<file path="config.mk">
export PLATFORM = sky130hd
export DESIGN_NAME = flit_framer
export DESIGN_NICKNAME = d
export VERILOG_FILES = /design/src/rtl/flit_pkg.sv /design/src/rtl/flit_crc_acc.sv /design/src/rtl/flit_fec_acc.sv /design/src/rtl/flit_tx.sv /design/src/rtl/flit_rx.sv /design/src/rtl/flit_framer.sv
export SDC_FILE = /design/constraint.sdc
export NUM_CORES = 1
export LEC_CHECK = 0
export BUFFER_PORTS_ARGS = -buffer_cell sky130_fd_sc_hd__buf_2
export CAP_MARGIN = 20
export CORE_ASPECT_RATIO = 1.1
export CORE_MARGIN = 8
export CORE_UTILIZATION = 60
export CTS_CLUSTER_DIAMETER = 80
export DETAILED_ROUTE_END_ITERATION = 6
export PLACE_DENSITY = 0.77
export REMOVE_ABC_BUFFERS = 1
export SLEW_MARGIN = 20
export SYNTH_ARGS = -nofsm -noshare
export SYNTH_HDL_FRONTEND = slang
export SYNTH_SLANG_ARGS = --single-unit
</file>
<file path="constraint.sdc">
create_clock -name clk -period 7.08 [get_ports clk]
set_input_delay 1.416 -clock clk [delete_from_list [all_inputs] [get_ports clk]]
set_output_delay 1.416 -clock clk [all_outputs]
set_load 0.02 [all_outputs]
</file>
<file path="src/rtl/flit_pkg.sv">
package flit_pkg;
  localparam logic [7:0] GF_LOW = 8'h1D;

  function automatic logic [7:0] gf_xtime(input logic [7:0] a);
    return {a[6:0], 1'b0} ^ (a[7] ? GF_LOW : 8'h00);
  endfunction

  function automatic logic [7:0] gf_mul(input logic [7:0] a, input logic [7:0] b);
    logic [7:0] acc;
    logic [7:0] x;
    acc = 8'h00;
    x = a;
    for (int k = 0; k < 8; k++) begin
      if (b[k]) acc = acc ^ x;
      x = gf_xtime(x);
    end
    return acc;
  endfunction
endpackage

</file>
<file path="src/rtl/flit_crc_acc.sv">
module flit_crc_acc #(
  parameter int CRC_W = 64,
  parameter logic [CRC_W-1:0] CRC_POLY = 64'h42F0E1EBA9EA3693
) (
  input  logic             clk,
  input  logic             rst,
  input  logic             clr,
  input  logic             en,
  input  logic [7:0]       din,
  output logic [CRC_W-1:0] crc
);
  logic [CRC_W-1:0] nxt;

  always_comb begin
    nxt = crc;
    for (int b = 7; b >= 0; b--) begin
      if (nxt[CRC_W-1] ^ din[b]) nxt = {nxt[CRC_W-2:0], 1'b0} ^ CRC_POLY;
      else                       nxt = {nxt[CRC_W-2:0], 1'b0};
    end
  end

  always_ff @(posedge clk) begin
    if (rst || clr) crc <= '0;
    else if (en)    crc <= nxt;
  end
endmodule

</file>
<file path="src/rtl/flit_fec_acc.sv">
module flit_fec_acc #(
  parameter int LANES = 3,
  localparam int LW = (LANES > 1) ? $clog2(LANES) : 1
) (
  input  logic                  clk,
  input  logic                  rst,
  input  logic                  clr,
  input  logic                  en,
  input  logic [LW-1:0]         lane,
  input  logic [7:0]            din,
  output logic [LANES-1:0][7:0] par,
  output logic [LANES-1:0][7:0] wsum
);
  import flit_pkg::*;

  for (genvar g = 0; g < LANES; g++) begin : g_lane
    logic [7:0] pw;
    always_ff @(posedge clk) begin
      if (rst || clr) begin
        par[g]  <= 8'h00;
        wsum[g] <= 8'h00;
        pw      <= 8'h01;
      end else if (en && lane == LW'(g)) begin
        par[g]  <= par[g] ^ din;
        wsum[g] <= wsum[g] ^ gf_mul(din, pw);
        pw      <= gf_xtime(pw);
      end
    end
  end
endmodule

</file>
<file path="src/rtl/flit_tx.sv">
module flit_tx #(
  parameter int PAY_BYTES = 242,
  parameter int CRC_W = 64,
  parameter logic [CRC_W-1:0] CRC_POLY = 64'h42F0E1EBA9EA3693,
  parameter int LANES = 3
) (
  input  logic       clk,
  input  logic       rst,
  input  logic       in_valid,
  input  logic [7:0] in_data,
  output logic       in_ready,
  output logic       out_valid,
  output logic [7:0] out_data,
  output logic       out_sof,
  input  logic       out_ready
);
  localparam int CRC_BYTES = CRC_W / 8;
  localparam int UNIT = PAY_BYTES + CRC_BYTES + 2 * LANES;
  localparam int CW = $clog2(UNIT);
  localparam int LW = (LANES > 1) ? $clog2(LANES) : 1;

  logic [CW-1:0] cnt, tail_i, fec_i;
  logic [LW-1:0] lane;
  logic [CRC_W-1:0] crc_val, crc_sh;
  logic [LANES-1:0][7:0] par, wsum;
  logic [7:0] tx_byte;
  logic in_phase, prot_phase, adv, load, last;

  assign in_phase   = cnt < CW'(PAY_BYTES);
  assign prot_phase = cnt < CW'(PAY_BYTES + CRC_BYTES);
  assign adv        = !out_valid || out_ready;
  assign in_ready   = in_phase && adv;
  assign load       = adv && (in_phase ? in_valid : 1'b1);
  assign last       = cnt == CW'(UNIT - 1);
  assign tail_i     = cnt - CW'(PAY_BYTES);
  assign fec_i      = tail_i - CW'(CRC_BYTES);
  assign crc_sh     = crc_val << {tail_i, 3'b000};

  always_comb begin
    if (in_phase)                 tx_byte = in_data;
    else if (prot_phase)          tx_byte = crc_sh[CRC_W-1 -: 8];
    else if (fec_i < CW'(LANES))  tx_byte = par[fec_i[LW-1:0]];
    else                          tx_byte = wsum[LW'(fec_i - CW'(LANES))];
  end

  flit_crc_acc #(.CRC_W(CRC_W), .CRC_POLY(CRC_POLY)) u_crc (
    .clk(clk), .rst(rst), .clr(load && last), .en(load && in_phase),
    .din(tx_byte), .crc(crc_val));

  flit_fec_acc #(.LANES(LANES)) u_fec (
    .clk(clk), .rst(rst), .clr(load && last), .en(load && prot_phase),
    .lane(lane), .din(tx_byte), .par(par), .wsum(wsum));

  always_ff @(posedge clk) begin
    if (rst) begin
      cnt       <= '0;
      lane      <= '0;
      out_valid <= 1'b0;
      out_data  <= 8'h00;
      out_sof   <= 1'b0;
    end else begin
      if (adv) begin
        out_valid <= load;
        out_sof   <= load && (cnt == '0);
        if (load) out_data <= tx_byte;
      end
      if (load) begin
        cnt <= last ? '0 : cnt + 1'b1;
        if (last) lane <= '0;
        else if (prot_phase) lane <= (lane == LW'(LANES - 1)) ? '0 : lane + 1'b1;
      end
    end
  end

  assert_stall_hold_R8: assert property (@(posedge clk) disable iff (rst)
    out_valid && !out_ready |=> out_valid && $stable(out_data) && $stable(out_sof));
  assert_payload_pass_R1: assert property (@(posedge clk) disable iff (rst)
    in_valid && in_ready |=> out_valid && out_data == $past(in_data));
  assert_sof_valid_R1: assert property (@(posedge clk) disable iff (rst)
    out_sof |-> out_valid);
  assert_sof_single_R1: assert property (@(posedge clk) disable iff (rst)
    out_sof && out_ready |=> !out_sof);
endmodule

</file>
<file path="src/rtl/flit_rx.sv">
module flit_rx #(
  parameter int PAY_BYTES = 242,
  parameter int CRC_W = 64,
  parameter logic [CRC_W-1:0] CRC_POLY = 64'h42F0E1EBA9EA3693,
  parameter int LANES = 3
) (
  input  logic             clk,
  input  logic             rst,
  input  logic             rx_valid,
  input  logic [7:0]       rx_data,
  output logic             rx_done,
  output logic             rx_crc_err,
  output logic [LANES-1:0] rx_fec_err
);
  localparam int CRC_BYTES = CRC_W / 8;
  localparam int UNIT = PAY_BYTES + CRC_BYTES + 2 * LANES;
  localparam int CW = $clog2(UNIT);
  localparam int LW = (LANES > 1) ? $clog2(LANES) : 1;

  logic [CW-1:0] cnt, tail_i, fec_i;
  logic [LW-1:0] lane, chk_lane;
  logic [CRC_W-1:0] crc_val, crc_sh;
  logic [LANES-1:0][7:0] par, wsum;
  logic [7:0] want;
  logic in_phase, prot_phase, last, crc_bad;
  logic [LANES-1:0] fec_bad, fec_now;

  assign in_phase   = cnt < CW'(PAY_BYTES);
  assign prot_phase = cnt < CW'(PAY_BYTES + CRC_BYTES);
  assign last       = cnt == CW'(UNIT - 1);
  assign tail_i     = cnt - CW'(PAY_BYTES);
  assign fec_i      = tail_i - CW'(CRC_BYTES);
  assign crc_sh     = crc_val << {tail_i, 3'b000};

  always_comb begin
    if (fec_i < CW'(LANES)) begin
      chk_lane = fec_i[LW-1:0];
      want     = par[chk_lane];
    end else begin
      chk_lane = LW'(fec_i - CW'(LANES));
      want     = wsum[chk_lane];
    end
    fec_now = '0;
    if (!prot_phase && rx_data != want) fec_now[chk_lane] = 1'b1;
  end

  flit_crc_acc #(.CRC_W(CRC_W), .CRC_POLY(CRC_POLY)) u_crc (
    .clk(clk), .rst(rst), .clr(rx_valid && last), .en(rx_valid && in_phase),
    .din(rx_data), .crc(crc_val));

  flit_fec_acc #(.LANES(LANES)) u_fec (
    .clk(clk), .rst(rst), .clr(rx_valid && last), .en(rx_valid && prot_phase),
    .lane(lane), .din(rx_data), .par(par), .wsum(wsum));

  always_ff @(posedge clk) begin
    if (rst) begin
      cnt        <= '0;
      lane       <= '0;
      crc_bad    <= 1'b0;
      fec_bad    <= '0;
      rx_done    <= 1'b0;
      rx_crc_err <= 1'b0;
      rx_fec_err <= '0;
    end else begin
      rx_done <= rx_valid && last;
      if (rx_valid) begin
        if (last) begin
          rx_crc_err <= crc_bad;
          rx_fec_err <= fec_bad | fec_now;
          crc_bad    <= 1'b0;
          fec_bad    <= '0;
          cnt        <= '0;
          lane       <= '0;
        end else begin
          cnt <= cnt + 1'b1;
          if (!in_phase && prot_phase && rx_data != crc_sh[CRC_W-1 -: 8]) crc_bad <= 1'b1;
          fec_bad <= fec_bad | fec_now;
          if (prot_phase) lane <= (lane == LW'(LANES - 1)) ? '0 : lane + 1'b1;
        end
      end
    end
  end

  assert_done_pulse_R9: assert property (@(posedge clk) disable iff (rst)
    rx_done |=> !rx_done);
endmodule

</file>
<file path="src/rtl/flit_framer.sv">
module flit_framer #(
  parameter int PAY_BYTES = 242,
  parameter int CRC_W = 64,
  parameter logic [CRC_W-1:0] CRC_POLY = 64'h42F0E1EBA9EA3693,
  parameter int LANES = 3
) (
  input  logic             clk,
  input  logic             rst,
  input  logic             in_valid,
  input  logic [7:0]       in_data,
  output logic             in_ready,
  output logic             out_valid,
  output logic [7:0]       out_data,
  output logic             out_sof,
  input  logic             out_ready,
  input  logic             rx_valid,
  input  logic [7:0]       rx_data,
  output logic             rx_done,
  output logic             rx_crc_err,
  output logic [LANES-1:0] rx_fec_err
);
  flit_tx #(.PAY_BYTES(PAY_BYTES), .CRC_W(CRC_W), .CRC_POLY(CRC_POLY), .LANES(LANES)) u_tx (
    .clk(clk), .rst(rst), .in_valid(in_valid), .in_data(in_data), .in_ready(in_ready),
    .out_valid(out_valid), .out_data(out_data), .out_sof(out_sof), .out_ready(out_ready));

  flit_rx #(.PAY_BYTES(PAY_BYTES), .CRC_W(CRC_W), .CRC_POLY(CRC_POLY), .LANES(LANES)) u_rx (
    .clk(clk), .rst(rst), .rx_valid(rx_valid), .rx_data(rx_data), .rx_done(rx_done),
    .rx_crc_err(rx_crc_err), .rx_fec_err(rx_fec_err));
endmodule

</file>
==> reports/qor.txt <==
status - completed
Setup-failing EPs final - 0
number of synthesized flops with an enable pin - 0
first-pass GRT wire length - 101400 um
Fmax achieved - 0.1668 GHz
HPWL Detailed - 41740 um
final estimated routing congestion in global placement - 0.9921
vias in the first global route - 19.10k
Clk Latency, worst-skew pair - 0.57 ns
CTS sink count - 311
fillers - 3164
Synth cell types - 80
main area contributors after synthesis - dfxtp_1, xnor2_1, nand2_1
register area share after synthesis - 27.36%
crit path kind - flop to flop
RSZ-0062 raised after global routing - false
Setup TNS - 0 ns
IO Pins - 37
Pint - 0.005898 W
Hold WC Path Type - flop to flop
Pre-Repair DR Iteration Count - 7
most common cell after layout, fill and taps aside - nand2_1
CTS Root Cell - clkbuf_16
switch share - 41.52%
setup slack after placement - 1.197 ns
part of the power in registers - 24.4%
Initial Util - 60.17%
share of cells above drive strength 1 - 8.812%
via count - 19.62k
CTS tree - done
max-cap viol count - 0
Post-CTS Setup Repair Bufs - 0
Chip Width - 201.7 um
total wire length - 62710 um
setup ws final - 1.085 ns
IO buf count - 36
Final Skew - 0.01202 ns
largest net degree at the start of global routing - 94
P&R area growth vs syn - 7.209%
worst-path fanout max - 18
Residual DRC - 0
Post-Syn Area - 22750 um^2
actual slew at the worst max-slew pin - 1.126 ns
CORE AREA - 37820 um^2
Synth Instances - 2838
Layout Utilization - 64.50%
CTS Buffer Depth - 3
Clock transition at path regs - 0.06 ns
Std-Cell Rows - 75
CTS Buf Count - 36
Slew Limit Fails - 0
cts repair resizes - 0
DR WL/cell - 19.18 um
die area - 44420 um^2
Yosys reg bits - 311
P_sw - 0.004188 W
Die Span Y - 220.2 um
First DRT Iteration DRCs - 1783
initial antenna violation count - 0
YS warnings - 0
final hold viol count - 0
Worst Path Required - 7.57 ns
critical path arrival - 6.49 ns
Via density - 6.001
PwrDens - 413.4 nW/um^2
CP startpoint kind - flop
post-route minimum period - 5.995 ns
Max rail drop VDD - 0.0003670 V
clock share of power - 19.9%
average size of a mapped cell - 8.017 um^2
Critical Path Sink Type - flop
hold_buf cts - 0
Max-slew headroom - 24.93%
Comb power frac - 55.7%
antenna viol nets, final - 0
Synth async-reset ratio - 0%
predominant post-synthesis flop cell - dfxtp_1
Synth area leader - dfxtp_1
Congestion Overflow GR - 0
nets - 2774
n_diodes - 0
Leak - 8.818 nW
Total Routing Usage GR - 27.62%
period utilization - 84.68%
H-Tree Depth - 2
most frequent cells in the layout - nand2_1, xnor2_1, dfxtp_1
top-area cell type share of the netlist area - 27.36%
sequential cells by signal (all words and copies together), names as in the netlist:
register and count:
u_tx.u_fec.g_lane.pw 24, u_tx.u_fec.wsum 24, u_rx.lane 2, u_tx.u_fec.par 24, u_rx.u_fec.wsum 24, u_tx.out_valid 1, u_tx.cnt 8, u_rx.fec_bad 3
u_rx.rx_fec_err 3, u_rx.u_fec.par 24, u_rx.crc_bad 1, u_tx.u_crc.crc 64, u_rx.u_fec.g_lane.pw 24, u_rx.u_crc.crc 64, u_rx.rx_done 1, u_rx.rx_crc_err 1
u_tx.out_sof 1, u_rx.cnt 8, u_tx.out_data 8, u_tx.lane 2
through the flow:
step	power (W)	hold WS [ns]	std cells	cell area, um^2
5_1_grt	0.01067	0.4822	3269	24390
2_1_floorplan	0.006882	0.4365	2622	21890
4_1_cts	0.01006	0.4556	3268	24390
6_report	0.01009	0.4545	3269	24390
3_3_place_gp	0.007843	0.4418	3203	23120
3_5_place_dp	0.007972	0.4471	3203	23120
per-layer routing:
layer	global-route usage, %	vias up	share of wire (%)
met5	0	-	0
met3	3.909	191	7.0
met1	34.37	9368	41
li1	-	9201	-
met4	13.67	0	4.3
met2	46.74	857	48
kinds of logic (layout without fill, tap and decap cells):
kind of cell / count (synthesis) / after routing / synth area share, %
AND/OR/NAND/NOR: 997 / 997 / 18.20
flip-flops: 311 / 311 / 27.36
multiplexers: 119 / 119 / 6.577
AO/OA/AOI/OAI: 461 / 461 / 12.46
XOR/XNOR: 700 / 700 / 30.64
adder cells (fa/ha/maj): 11 / 11 / 0.6049
buffers and inverters: 239 / 170 / 4.163
layout make-up:
class	instances	area (um^2)	share of cell area, %
Timing Repair Buffer	82	525.5	2.154
Tap cell	500	625.6	2.565
Clock inverter	12	173.9	0.7130
Multi-Input combinational cell	2288	15660	64.19
Inverter	23	86.33	0.3539
Sequential cell	311	6228	25.53
Clock buffer	53	1096	4.493
synthesized netlist by cell type (11+ instances only):
| cell | n |
|---|---|
| dfxtp_1 | 311 |
| xnor2_2 | 11 |
| xnor3_1 | 32 |
| clkbuf_1 | 166 |
| mux4_2 | 22 |
| buf_2 | 19 |
| nor2b_1 | 12 |
| a21oi_1 | 186 |
| mux2_2 | 24 |
| nand3_1 | 27 |
| nand2_1 | 595 |
| nand2b_1 | 11 |
| xnor2_1 | 435 |
| buf_1 | 24 |
| ha_1 | 11 |
| o21ai_0 | 101 |
| nor2_1 | 243 |
| inv_1 | 22 |
| mux2i_1 | 73 |
| or3_1 | 37 |
| a22oi_1 | 42 |
| a211oi_1 | 59 |
| xor2_1 | 200 |
| o211ai_1 | 12 |
| nor3_1 | 13 |
path summary, 6_finish.rpt:
check               startpoint                  end  slack (ns)  depth (start not counted)
setup reg to reg   u_tx.cnt[2]  u_tx.u_fec.wsum[12]        1.08                         17
setup / recovery   u_tx.cnt[2]  u_tx.u_fec.wsum[12]        1.08                         17
hold reg to reg   u_tx.out_sof         u_tx.out_sof        0.45                          2
hold / removal    u_tx.out_sof         u_tx.out_sof        0.45                          2
power groups by stage:
stage                     Combinational [W]  Clock [W]  Sequential [W]
after CTS                           0.00557    0.00204         0.00245
after floorplan                     0.00449          0         0.00239
final                               0.00562    0.00201         0.00246
after global placement              0.00538          0         0.00246
after detailed placement            0.00549          0         0.00248
after global routing                0.00608    0.00210         0.00249
critical path, cell delays in order, from the launching register on:
cell      delay [ns]
dfxtp_1         0.54
inv_1           0.14
ha_1            0.26
xnor2_1         0.17
ha_1            0.30
nand2_1         0.04
or3_1           0.34
or3_1           0.50
o211ai_1        0.27
and3_1          0.37
buf_4           0.35
xor3_1          0.56
xnor2_2         0.66
nand2_1         0.14
xnor3_1         0.41
xnor3_1         0.39
or3_1           0.31
a21oi_1         0.14
No activity file was read; power rests on OpenSTA's default activity.
